**src/rtl/bp_pkg.sv**
```systemverilog
package bp_pkg;

    // How address bits and history bits are combined into a table index.
    typedef enum logic {
        IDX_CONCAT = 1'b0,
        IDX_XOR    = 1'b1
    } bp_idx_mode_e;

    // Lowest address bit that takes part in indexing (word-aligned code).
    localparam int unsigned PC_LSB = 2;

endpackage

```
**src/rtl/bp_ghr.sv**
```systemverilog
module bp_ghr #(
    parameter int unsigned HIST_W = 2
) (
    input  logic              clk,
    input  logic              rst,
    input  logic              shift_en,
    input  logic              shift_bit,
    output logic [HIST_W-1:0] hist_q
);

    logic [HIST_W-1:0] hist_d;

    generate
        if (HIST_W > 1) begin : g_wide
            assign hist_d = {hist_q[HIST_W-2:0], shift_bit};
        end else begin : g_one
            assign hist_d = shift_bit;
        end
    endgenerate

    always_ff @(posedge clk) begin
        if (rst)
            hist_q <= '0;
        else if (shift_en)
            hist_q <= hist_d;
    end

    // newest outcome lands in bit 0
    p_newest_lsb_r1: assert property (@(posedge clk) disable iff (rst)
        shift_en |=> hist_q[0] == $past(shift_bit));

    // history holds when no branch resolves
    p_hold_idle_r1: assert property (@(posedge clk) disable iff (rst)
        !shift_en |=> $stable(hist_q));

endmodule

```
**src/rtl/bp_index.sv**
```systemverilog
module bp_index #(
    parameter int unsigned          PC_W   = 32,
    parameter int unsigned          ADDR_W = 4,
    parameter int unsigned          HIST_W = 2,
    parameter bp_pkg::bp_idx_mode_e MODE   = bp_pkg::IDX_CONCAT,
    localparam int unsigned         IDX_W  = ADDR_W + HIST_W
) (
    input  logic [PC_W-1:0]   pc,
    input  logic [HIST_W-1:0] hist,
    output logic [IDX_W-1:0]  idx
);

    generate
        if (MODE == bp_pkg::IDX_XOR) begin : g_hash
            // fold the history into the low address bits
            assign idx = pc[bp_pkg::PC_LSB +: IDX_W] ^ {{ADDR_W{1'b0}}, hist};
        end else begin : g_cat
            // address row on top, history column below
            assign idx = {pc[bp_pkg::PC_LSB +: ADDR_W], hist};
        end
    endgenerate

endmodule

```
**src/rtl/bp_pht.sv**
```systemverilog
module bp_pht #(
    parameter int unsigned  IDX_W   = 6,
    parameter int unsigned  CTR_W   = 2,
    localparam int unsigned ENTRIES = 1 << IDX_W,
    localparam logic [CTR_W-1:0] CTR_MAX = {CTR_W{1'b1}},
    localparam logic [CTR_W-1:0] CTR_WNT = {1'b0, {(CTR_W-1){1'b1}}}
) (
    input  logic             clk,
    input  logic             rst,
    input  logic [IDX_W-1:0] rd_idx,
    output logic [CTR_W-1:0] rd_ctr,
    input  logic             wr_en,
    input  logic [IDX_W-1:0] wr_idx,
    input  logic             wr_taken
);

    logic [ENTRIES-1:0][CTR_W-1:0] tbl;
    logic [CTR_W-1:0]              wr_cur;
    logic [CTR_W-1:0]              wr_next;

    assign rd_ctr = tbl[rd_idx];
    assign wr_cur = tbl[wr_idx];

    always_comb begin
        wr_next = wr_cur;
        if (wr_taken && wr_cur != CTR_MAX)
            wr_next = wr_cur + 1'b1;
        else if (!wr_taken && wr_cur != '0)
            wr_next = wr_cur - 1'b1;
    end

    always_ff @(posedge clk) begin
        if (rst) begin
            for (int i = 0; i < ENTRIES; i++)
                tbl[i] <= CTR_WNT;
        end else if (wr_en) begin
            tbl[wr_idx] <= wr_next;
        end
    end

    // clamp at the top
    p_sat_top_r5: assert property (@(posedge clk) disable iff (rst)
        wr_en && wr_taken && tbl[wr_idx] == CTR_MAX |=> tbl[$past(wr_idx)] == CTR_MAX);

    // clamp at the bottom
    p_sat_bot_r5: assert property (@(posedge clk) disable iff (rst)
        wr_en && !wr_taken && tbl[wr_idx] == '0 |=> tbl[$past(wr_idx)] == '0);

    // single step upward below the top
    p_step_up_r5: assert property (@(posedge clk) disable iff (rst)
        wr_en && wr_taken && tbl[wr_idx] != CTR_MAX
        |=> tbl[$past(wr_idx)] == CTR_W'($past(tbl[wr_idx]) + 1'b1));

    // nothing in the table moves without an update
    p_idle_table_r6: assert property (@(posedge clk) disable iff (rst)
        !wr_en |=> $stable(tbl));

endmodule

```
**src/rtl/bp_corr_predictor.sv**
```systemverilog
module bp_corr_predictor #(
    parameter int unsigned          PC_W     = 32,
    parameter int unsigned          HIST_W   = 2,
    parameter int unsigned          ADDR_W   = 4,
    parameter int unsigned          CTR_W    = 2,
    parameter bp_pkg::bp_idx_mode_e IDX_MODE = bp_pkg::IDX_CONCAT
) (
    input  logic              clk,
    input  logic              rst,
    input  logic [PC_W-1:0]   look_pc,
    output logic              look_taken,
    output logic [HIST_W-1:0] look_hist,
    input  logic              upd_valid,
    input  logic [PC_W-1:0]   upd_pc,
    input  logic              upd_taken,
    input  logic [HIST_W-1:0] upd_hist
);

    localparam int unsigned IDX_W = ADDR_W + HIST_W;

    logic [HIST_W-1:0] ghr;
    logic [IDX_W-1:0]  look_idx;
    logic [IDX_W-1:0]  upd_idx;
    logic [CTR_W-1:0]  look_ctr;

    bp_ghr #(.HIST_W(HIST_W)) u_ghr (
        .clk(clk), .rst(rst),
        .shift_en(upd_valid), .shift_bit(upd_taken),
        .hist_q(ghr)
    );

    bp_index #(.PC_W(PC_W), .ADDR_W(ADDR_W), .HIST_W(HIST_W), .MODE(IDX_MODE)) u_look_idx (
        .pc(look_pc), .hist(ghr), .idx(look_idx)
    );

    bp_index #(.PC_W(PC_W), .ADDR_W(ADDR_W), .HIST_W(HIST_W), .MODE(IDX_MODE)) u_upd_idx (
        .pc(upd_pc), .hist(upd_hist), .idx(upd_idx)
    );

    bp_pht #(.IDX_W(IDX_W), .CTR_W(CTR_W)) u_pht (
        .clk(clk), .rst(rst),
        .rd_idx(look_idx), .rd_ctr(look_ctr),
        .wr_en(upd_valid), .wr_idx(upd_idx), .wr_taken(upd_taken)
    );

    // the counter's top bit carries the direction
    assign look_taken = look_ctr[CTR_W-1];
    assign look_hist  = ghr;

    // a lookup with no update and unchanged inputs keeps its answer
    p_quiet_hold_r9: assert property (@(posedge clk) disable iff (rst)
        !upd_valid && $stable(look_pc) |=> $stable(look_taken) || !$stable(look_pc));

endmodule

```
**config.mk**
```make
export PLATFORM = sky130hd
export DESIGN_NAME = bp_corr_predictor
export DESIGN_NICKNAME = d
export VERILOG_FILES = /design/src/rtl/bp_pkg.sv /design/src/rtl/bp_ghr.sv /design/src/rtl/bp_index.sv /design/src/rtl/bp_pht.sv /design/src/rtl/bp_corr_predictor.sv
export SDC_FILE = /design/constraint.sdc
export NUM_CORES = 1
export LEC_CHECK = 0
export BUFFER_PORTS_ARGS = -buffer_cell sky130_fd_sc_hd__buf_2
export CAP_MARGIN = 20
export CORE_MARGIN = 2
export CORE_UTILIZATION = 55
export CTS_CLUSTER_DIAMETER = 100
export CTS_CLUSTER_SIZE = 25
export DETAILED_ROUTE_END_ITERATION = 10
export PLACE_DENSITY_LB_ADDON = 0.08
export SYNTH_ARGS = -nofsm -noshare
export SYNTH_HDL_FRONTEND = slang
export SYNTH_SLANG_ARGS = --single-unit
```
**constraint.sdc**
```tcl
create_clock -name clk -period 5.2 [get_ports clk]
set_clock_uncertainty 0.1 [all_clocks]
set_input_delay 0.52 -clock clk [delete_from_list [all_inputs] [get_ports clk]]
set_output_delay 0.52 -clock clk [all_outputs]
set_load 0.02 [all_outputs]
```
==> results of run 1 <==
-- area by class of cell --
cell class              instances  area (um2)  area share [%]
clock buffers                  25         495            6.61
clock inverters                 5         100            1.33
inverters                       7        26.3           0.350
multi-input cells             527        3870            51.6
flip-flops and latches        130        2600            34.7
well taps                     168         210            2.80
repair buffers                 29         193            2.57
-- through the flow --
step                setup slack, ns  util [%]  hold WS, ns  total power, uW
floorplan                      1.40         -        0.368             1250
global placement              0.640      57.0        0.384             1320
detailed placement            0.534      57.0        0.394             1320
CTS                           0.973      61.9        0.338             2540
global route                  0.735      61.9        0.370             2610
finish                        0.947      61.9        0.342             2530
-- synth_stat cells (3+ instances only) --
library cell / number / area (um2)
buf_4: 9 / 67.6
nand3b_1: 6 / 45.0
mux2_2: 4 / 45.0
a221o_1: 11 / 110
clkbuf_1: 43 / 161
nor2b_1: 5 / 31.3
mux4_2: 33 / 743
a221oi_1: 29 / 254
nand3_1: 24 / 120
buf_6: 8 / 90.1
o22ai_1: 11 / 68.8
nor2_1: 74 / 278
inv_1: 7 / 26.3
buf_2: 11 / 55.1
nand2_1: 33 / 124
a21oi_1: 74 / 370
a22oi_1: 4 / 30.0
o31ai_1: 16 / 120
nor3_1: 50 / 250
mux2i_1: 61 / 611
nand2b_1: 3 / 18.8
a211oi_1: 38 / 285
o21ai_0: 28 / 140
dfxtp_1: 130 / 2600
-- critical path: cells and delay by family --
family                     cells  cell delay, ns
AOI/OAI and AO/OA              4            1.14
and+or+nand+nor                3            0.83
adders and majority gates      1            0.21
buffers and inverters          4            1.11
muxes                          2            0.62
-- cell families (layout without fill, tap and decap cells) --
kind of cell             after synthesis  after routing  synth area share [%]
buffers and inverters                 80             66                  5.94
AND/OR/NAND/NOR                      207            207                  14.2
multiplexers                          98             98                  20.4
adder cells (fa/ha/maj)                2              2                 0.364
AO/OA/AOI/OAI                        220            220                  21.3
flip-flops                           130            130                  37.9
-- per-layer routing --
metal | vias up | wire (um) | global-route usage (%)
li1 | 2761 | - | -
met1 | 2953 | 8320 | 40.8
met2 | 303 | 9210 | 49.5
met3 | 58 | 1720 | 8.11
met4 | 0 | 720 | 13.0
met5 | - | 0 | 0
-- flip-flops by register name, indices dropped and copies added, names as in the netlist --
signal,count
u_pht.tbl,128
u_ghr.hist_q,2
-- power breakdown --
| part | switching (uW) | internal, uW |
|---|---|---|
| combinational | 218 | 79.4 |
| clock | 421 | 798 |
| sequential | 9.24 | 1000 |
| total | 648 | 1880 |
-- cells in the final DEF, fill, tap and decap left out, types with 13 or more instances in the layout --
master | Yosys | layout
a211oi_1 | 38 | 38
a21oi_1 | 74 | 73
a221oi_1 | 29 | 29
buf_2 | 11 | 15
buf_4 | 9 | 13
clkbuf_16 | 0 | 17
dfxtp_1 | 130 | 130
mux2i_1 | 61 | 61
mux4_2 | 33 | 33
nand2_1 | 33 | 33
nand3_1 | 24 | 24
nor2_1 | 74 | 74
nor3_1 | 50 | 50
o21ai_0 | 28 | 28
o31ai_1 | 16 | 16
-- how the worst max path moves through the flow --
stage / start / to / slack, ns
floorplan: upd_pc[2] / u_pht.tbl[44]$_SDFFE_PP1P_ / 1.40
global placement: upd_hist[1] / u_pht.tbl[112]$_SDFFE_PP1P_ / 0.64
detailed placement: upd_hist[1] / u_pht.tbl[126]$_SDFFE_PP1P_ / 0.53
CTS: upd_hist[1] / u_pht.tbl[126]$_SDFFE_PP1P_ / 0.97
global route: upd_hist[1] / u_pht.tbl[76]$_SDFFE_PP1P_ / 0.74
finish: upd_hist[1] / u_pht.tbl[126]$_SDFFE_PP1P_ / 0.95
==> impl_metrics.py, run 1 <==
metrics = {
    "status": {
        "status": "completed",
    },
    "cts": {
        "numCtsBuffers": 17,
        "cts_tree": "done",
        "cts-resized-gates": 0,
        "cts_root_buffer": "clkbuf_16",
        "numClockSinks": 130,
        "cts_setup_buffers": 0,
        "hold_buffers": 0,
        "clk_latency_ns": 0.42,
        "clockBufferDepth": 2,
        "cts_max_level": 4,
        "path_clk_slew_ns": 0.06,
    },
    "timing": {
        "setup-violations-final": 0,
        "rsz0062_at_grt": "no",
        "setup_tns_ns": 0,
        "timing.fmax_ghz": 0.235,
        "timing.slew.headroom_pct": 29.1,
        "slew_viol_final": 0,
        "fin_crit_sh_pct": 81.8,
        "hold_violations": 0,
        "fin_crit_ns": 4.25,
        "worst_pin_slew_ns": 1.06,
    },
    "worst_hold_path": {
        "hold_depth": 3,
        "holdCritStartpoint": "upd_taken",
        "hold-path-endpoint": "u_ghr.hist_q[0]$_SDFFE_PP0P_",
        "min_path_type": "in -> reg",
    },
    "pwr": {
        "p_per_area_nw_per_um2": 337,
        "ir_worst_vdd_mv": 0.271,
        "p_leak_uw": 0.00235,
    },
    "place": {
        "postPlaceCellArea_um2": 6900,
        "portBuffers": 16,
        "dp_cells": 861,
        "gp_congestion": 0.832,
        "dp_hpwl_um": 12400,
    },
    "detailed_routing": {
        "drtIter0Drc": 595,
        "routedWlPerCell_um": 22.4,
        "ant_nets": 0,
        "routed_wl_um": 20000,
        "drc": 0,
        "dr_total_vias": 6075,
        "firstDrtPassIters": 5,
        "vias_per_cell": 6.82,
    },
    "yosys": {
        "synthArstFlopShare_pct": 0,
        "ys.flop_type": "dfxtp_1",
        "synth_edf_count": 0,
        "ys_ff_latch": 130,
        "synth_cell_types": 44,
        "synth-seq-area-share_pct": 37.9,
        "syn_area_um2": 6870,
        "syn-instance-count": 737,
        "yosysWarnings": 0,
        "avgSynthCellArea_um2": 9.32,
        "syn-num-nets": 809,
    },
    "die": {
        "core-area_um2": 12100,
        "die_area_um2": 13400,
        "start_util_pct": 56.7,
        "fp-row-count": 40,
        "die_width_um": 116,
        "die-height_um": 116,
        "io_pins": 73,
    },
    "global_routing": {
        "grt_pass1_wl_um": 31600,
        "grt_pass1_vias": 5808,
        "grtUsageTotal_pct": 31.2,
        "grt-ovfl-total": 0,
        "grt_max_degree": 87,
        "antenna_found_initial": 0,
    },
    "critical_path": {
        "crit_chain": "buf_2, buf_4, nor2b_1, a221o_1, a21oi_1, o22ai_2, inv_1, and2_1, ha_1, mux2i_1, nor2b_1, mux2_2, buf_4, a21oi_1",
        "max_stage_delay_ns": 0.67,
        "crit_path_start_kind": "input port",
        "cp-end-kind": "flop",
        "worst-endpoint-required_ns": 5.38,
        "critPathMaxFanout": 36,
        "crit-reg2reg-launch": "u_pht.tbl[124]$_SDFFE_PP1P_",
        "worst_r2r_path_depth": 13,
        "r2r_end": "u_pht.tbl[126]$_SDFFE_PP1P_",
        "critPathKind": "in -> reg",
        "reg2reg_slack_ns": 1.45,
        "critPathArrivalTime_ns": 4.43,
        "slowest_stage": "o22ai_2",
    },
    "layout": {
        "drive_gt1_share_pct": 13.7,
        "nFillCells": 1034,
        "area.growth.synth_to_final_pct": 9.14,
        "layout.nets": 784,
        "finalNonFillerCells": 891,
        "stdcell_area_um2": 7500,
        "n_antenna_cell": 0,
    },
    "run": {
        "drv_cap": 0,
    },
}
Note: power is estimated with default switching activity, not from simulation.
==> run 2, diff against run 1 <==
Clock period 5.2 ns to 4 ns, I/O delays scaled along.
==> run 2 against run 1 <==
Non-clock buffer count increased by 20; utilization increased by 1.4 points; clock power increased by 19%; via count grew 1.9%; worst hold slack worse by 0.12 ns; register-to-register slack worse by 0.74 ns; total power is 27% higher; combinational power is 46% higher; count of clock-buffer cells in the layout rose by 1; flip-flop and latch count unchanged.
==> impl_metrics.py, run 2 (synthesized netlist as in run 1, its figures left out) <==
metrics = {
    "status": {
        "status": "completed",
    },
    "cts": {
        "cts_root_buffer": "clkbuf_16",
        "cts-resized-gates": 0,
        "numClockSinks": 130,
        "cts_tree": "done",
        "cts_max_level": 4,
        "hold_buffers": 0,
        "cts_setup_buffers": 0,
        "path_clk_slew_ns": 0.06,
        "numCtsBuffers": 17,
        "clk_latency_ns": 0.43,
        "clockBufferDepth": 2,
    },
    "timing": {
        "setup_tns_ns": 0,
        "slew_viol_final": 0,
        "fin_crit_sh_pct": 87.6,
        "timing.slew.headroom_pct": 36.9,
        "worst_pin_slew_ns": 0.946,
        "hold_violations": 0,
        "rsz0062_at_grt": "no",
        "timing.fmax_ghz": 0.285,
        "setup-violations-final": 0,
        "fin_crit_ns": 3.50,
    },
    "global_routing": {
        "grt_max_degree": 92,
        "grt-ovfl-total": 0,
        "grtUsageTotal_pct": 32.3,
        "grt_pass1_vias": 5939,
        "antenna_found_initial": 0,
        "grt_pass1_wl_um": 32600,
    },
    "layout": {
        "layout_commonest_cell": "dfxtp_1",
        "layout_common_cells": "130 x dfxtp_1, 74 x nor2_1, 73 x a21oi_1, 61 x mux2i_1, 50 x nor3_1",
        "n_antenna_cell": 0,
        "regMostFlops": "u_pht.tbl",
        "reg_top3": "u_pht.tbl: 128 flops, u_ghr.hist_q: 2 flops",
        "multi_input_area_um2": 3870,
        "seq_area_um2": 2600,
        "nFillCells": 1024,
        "stdcell_area_um2": 7670,
        "layout.nets": 804,
        "drive_gt1_share_pct": 16.3,
        "largest_register_ffs": 128,
        "area.growth.synth_to_final_pct": 11.6,
    },
    "critical_path": {
        "reg2reg_slack_ns": 0.71,
        "max_stage_delay_ns": 0.58,
        "critPathMaxFanout": 41,
        "critPathKind": "in -> reg",
        "worst_r2r_path_depth": 11,
        "slowest_stage": "mux4_2",
        "crit_path_start_kind": "input port",
        "cp-end-kind": "flop",
        "critPathArrivalTime_ns": 3.72,
        "worst-endpoint-required_ns": 4.21,
        "crit-reg2reg-launch": "u_pht.tbl[17]$_SDFFE_PP0P_",
        "r2r_end": "u_pht.tbl[91]$_SDFFE_PP0P_",
        "crit_chain": "buf_2, mux4_2, mux2i_1, o22ai_1, or4_4, inv_1, ha_1, nor3b_1, a21oi_4, buf_12, nand2_1, a221oi_1",
    },
    "pwr": {
        "internal-power_uw": 2340,
        "comb_power_share_pct": 13.6,
        "power_frac_clock_pct": 45.4,
        "swShare_pct": 26.8,
        "ir_worst_vdd_mv": 0.335,
        "p_seq_share_pct": 41.0,
        "p_leak_uw": 0.00245,
        "p_sw_uw": 860,
        "p_per_area_nw_per_um2": 418,
    },
    "detailed_routing": {
        "drc": 0,
        "drtIter0Drc": 616,
        "ant_nets": 0,
        "dr_total_vias": 6192,
        "routed_wl_um": 20500,
        "vias_per_cell": 6.80,
        "routedWlPerCell_um": 22.5,
        "firstDrtPassIters": 5,
    },
    "die": {
        "start_util_pct": 56.7,
        "die_area_um2": 13400,
        "fp-row-count": 40,
        "core-area_um2": 12100,
        "die_width_um": 116,
        "die-height_um": 116,
        "io_pins": 73,
    },
    "run": {
        "drv_cap": 0,
    },
    "worst_hold_path": {
        "hold-path-endpoint": "u_ghr.hist_q[0]$_SDFFE_PP0P_",
        "hold_depth": 3,
        "min_path_type": "in -> reg",
        "holdCritStartpoint": "upd_taken",
    },
    "place": {
        "postPlaceCellArea_um2": 7120,
        "dp_hpwl_um": 13100,
        "portBuffers": 16,
        "gp_congestion": 0.876,
    },
}
[run 2: changes by cell type in the layout (fill, tap and decap cells not counted), sizes merged]
| cell | previous run | this run |
|---|---|---|
| clkinv | 2 | 3 |
| clkinvlp | 0 | 1 |
| clkbuf | 25 | 26 |
| buf | 29 | 49 |
| bufinv | 3 | 0 |
[run 2: critical path, delay by kind of cell]
family / cells / cell delay [ns]
and+or+nand+nor: 3 / 0.84
AOI/OAI and AO/OA: 3 / 0.59
buffers and inverters: 3 / 0.77
muxes: 2 / 0.85
adders and majority gates: 1 / 0.23
[run 2: through the flow]
stage | setup WS, ns | power [uW] | util (%) | hold slack, ns | cells
6_report | 0.496 | 3200 | 63.3 | 0.224 | 911
2_1_floorplan | 0.322 | 1630 | - | 0.368 | 737
3_3_place_gp | 0.194 | 1760 | 58.8 | 0.382 | 881
3_5_place_dp | 0.0853 | 1770 | 58.8 | 0.392 | 881
4_1_cts | 0.536 | 3200 | 63.3 | 0.220 | 911
5_1_grt | 0.256 | 3280 | 63.3 | 0.238 | 911
[run 2: layer usage]
| layer | wire length, um | GRT usage, % |
|---|---|---|
| met1 | 8350 | 41.0 |
| met2 | 9650 | 52.4 |
| met3 | 1740 | 7.69 |
| met4 | 752 | 14.9 |
| met5 | 0 | 0 |
[run 2: final cells by class]
cell class	count	area share [%]
multi-input cells	527	50.5
flip-flops and latches	130	33.9
clock buffers	26	6.90
repair buffers	49	5.29
well taps	168	2.74
inverters	7	0.343
clock inverters	4	0.294
[run 2: power groups by stage]
stage                     Combinational, uW  Clock, uW  Sequential (uW)
after CTS                               429       1460             1310
final                                   435       1450             1310
after floorplan                         291          0             1340
after global placement                  419          0             1340
after detailed placement                428          0             1340
after global routing                    458       1510             1310
[run 2: how the worst max path moves through the flow]
stage,end,cells after the start,start,slack (ns)
after floorplan,u_pht.tbl[44]$_SDFFE_PP1P_,17,upd_pc[2],0.32
after global placement,u_pht.tbl[62]$_SDFFE_PP1P_,15,upd_hist[0],0.19
after detailed placement,u_pht.tbl[15]$_SDFFE_PP0P_,12,upd_hist[0],0.09
after CTS,u_pht.tbl[15]$_SDFFE_PP0P_,12,upd_hist[0],0.54
after global routing,u_pht.tbl[62]$_SDFFE_PP1P_,15,upd_hist[0],0.26
final,u_pht.tbl[91]$_SDFFE_PP0P_,12,upd_hist[0],0.50
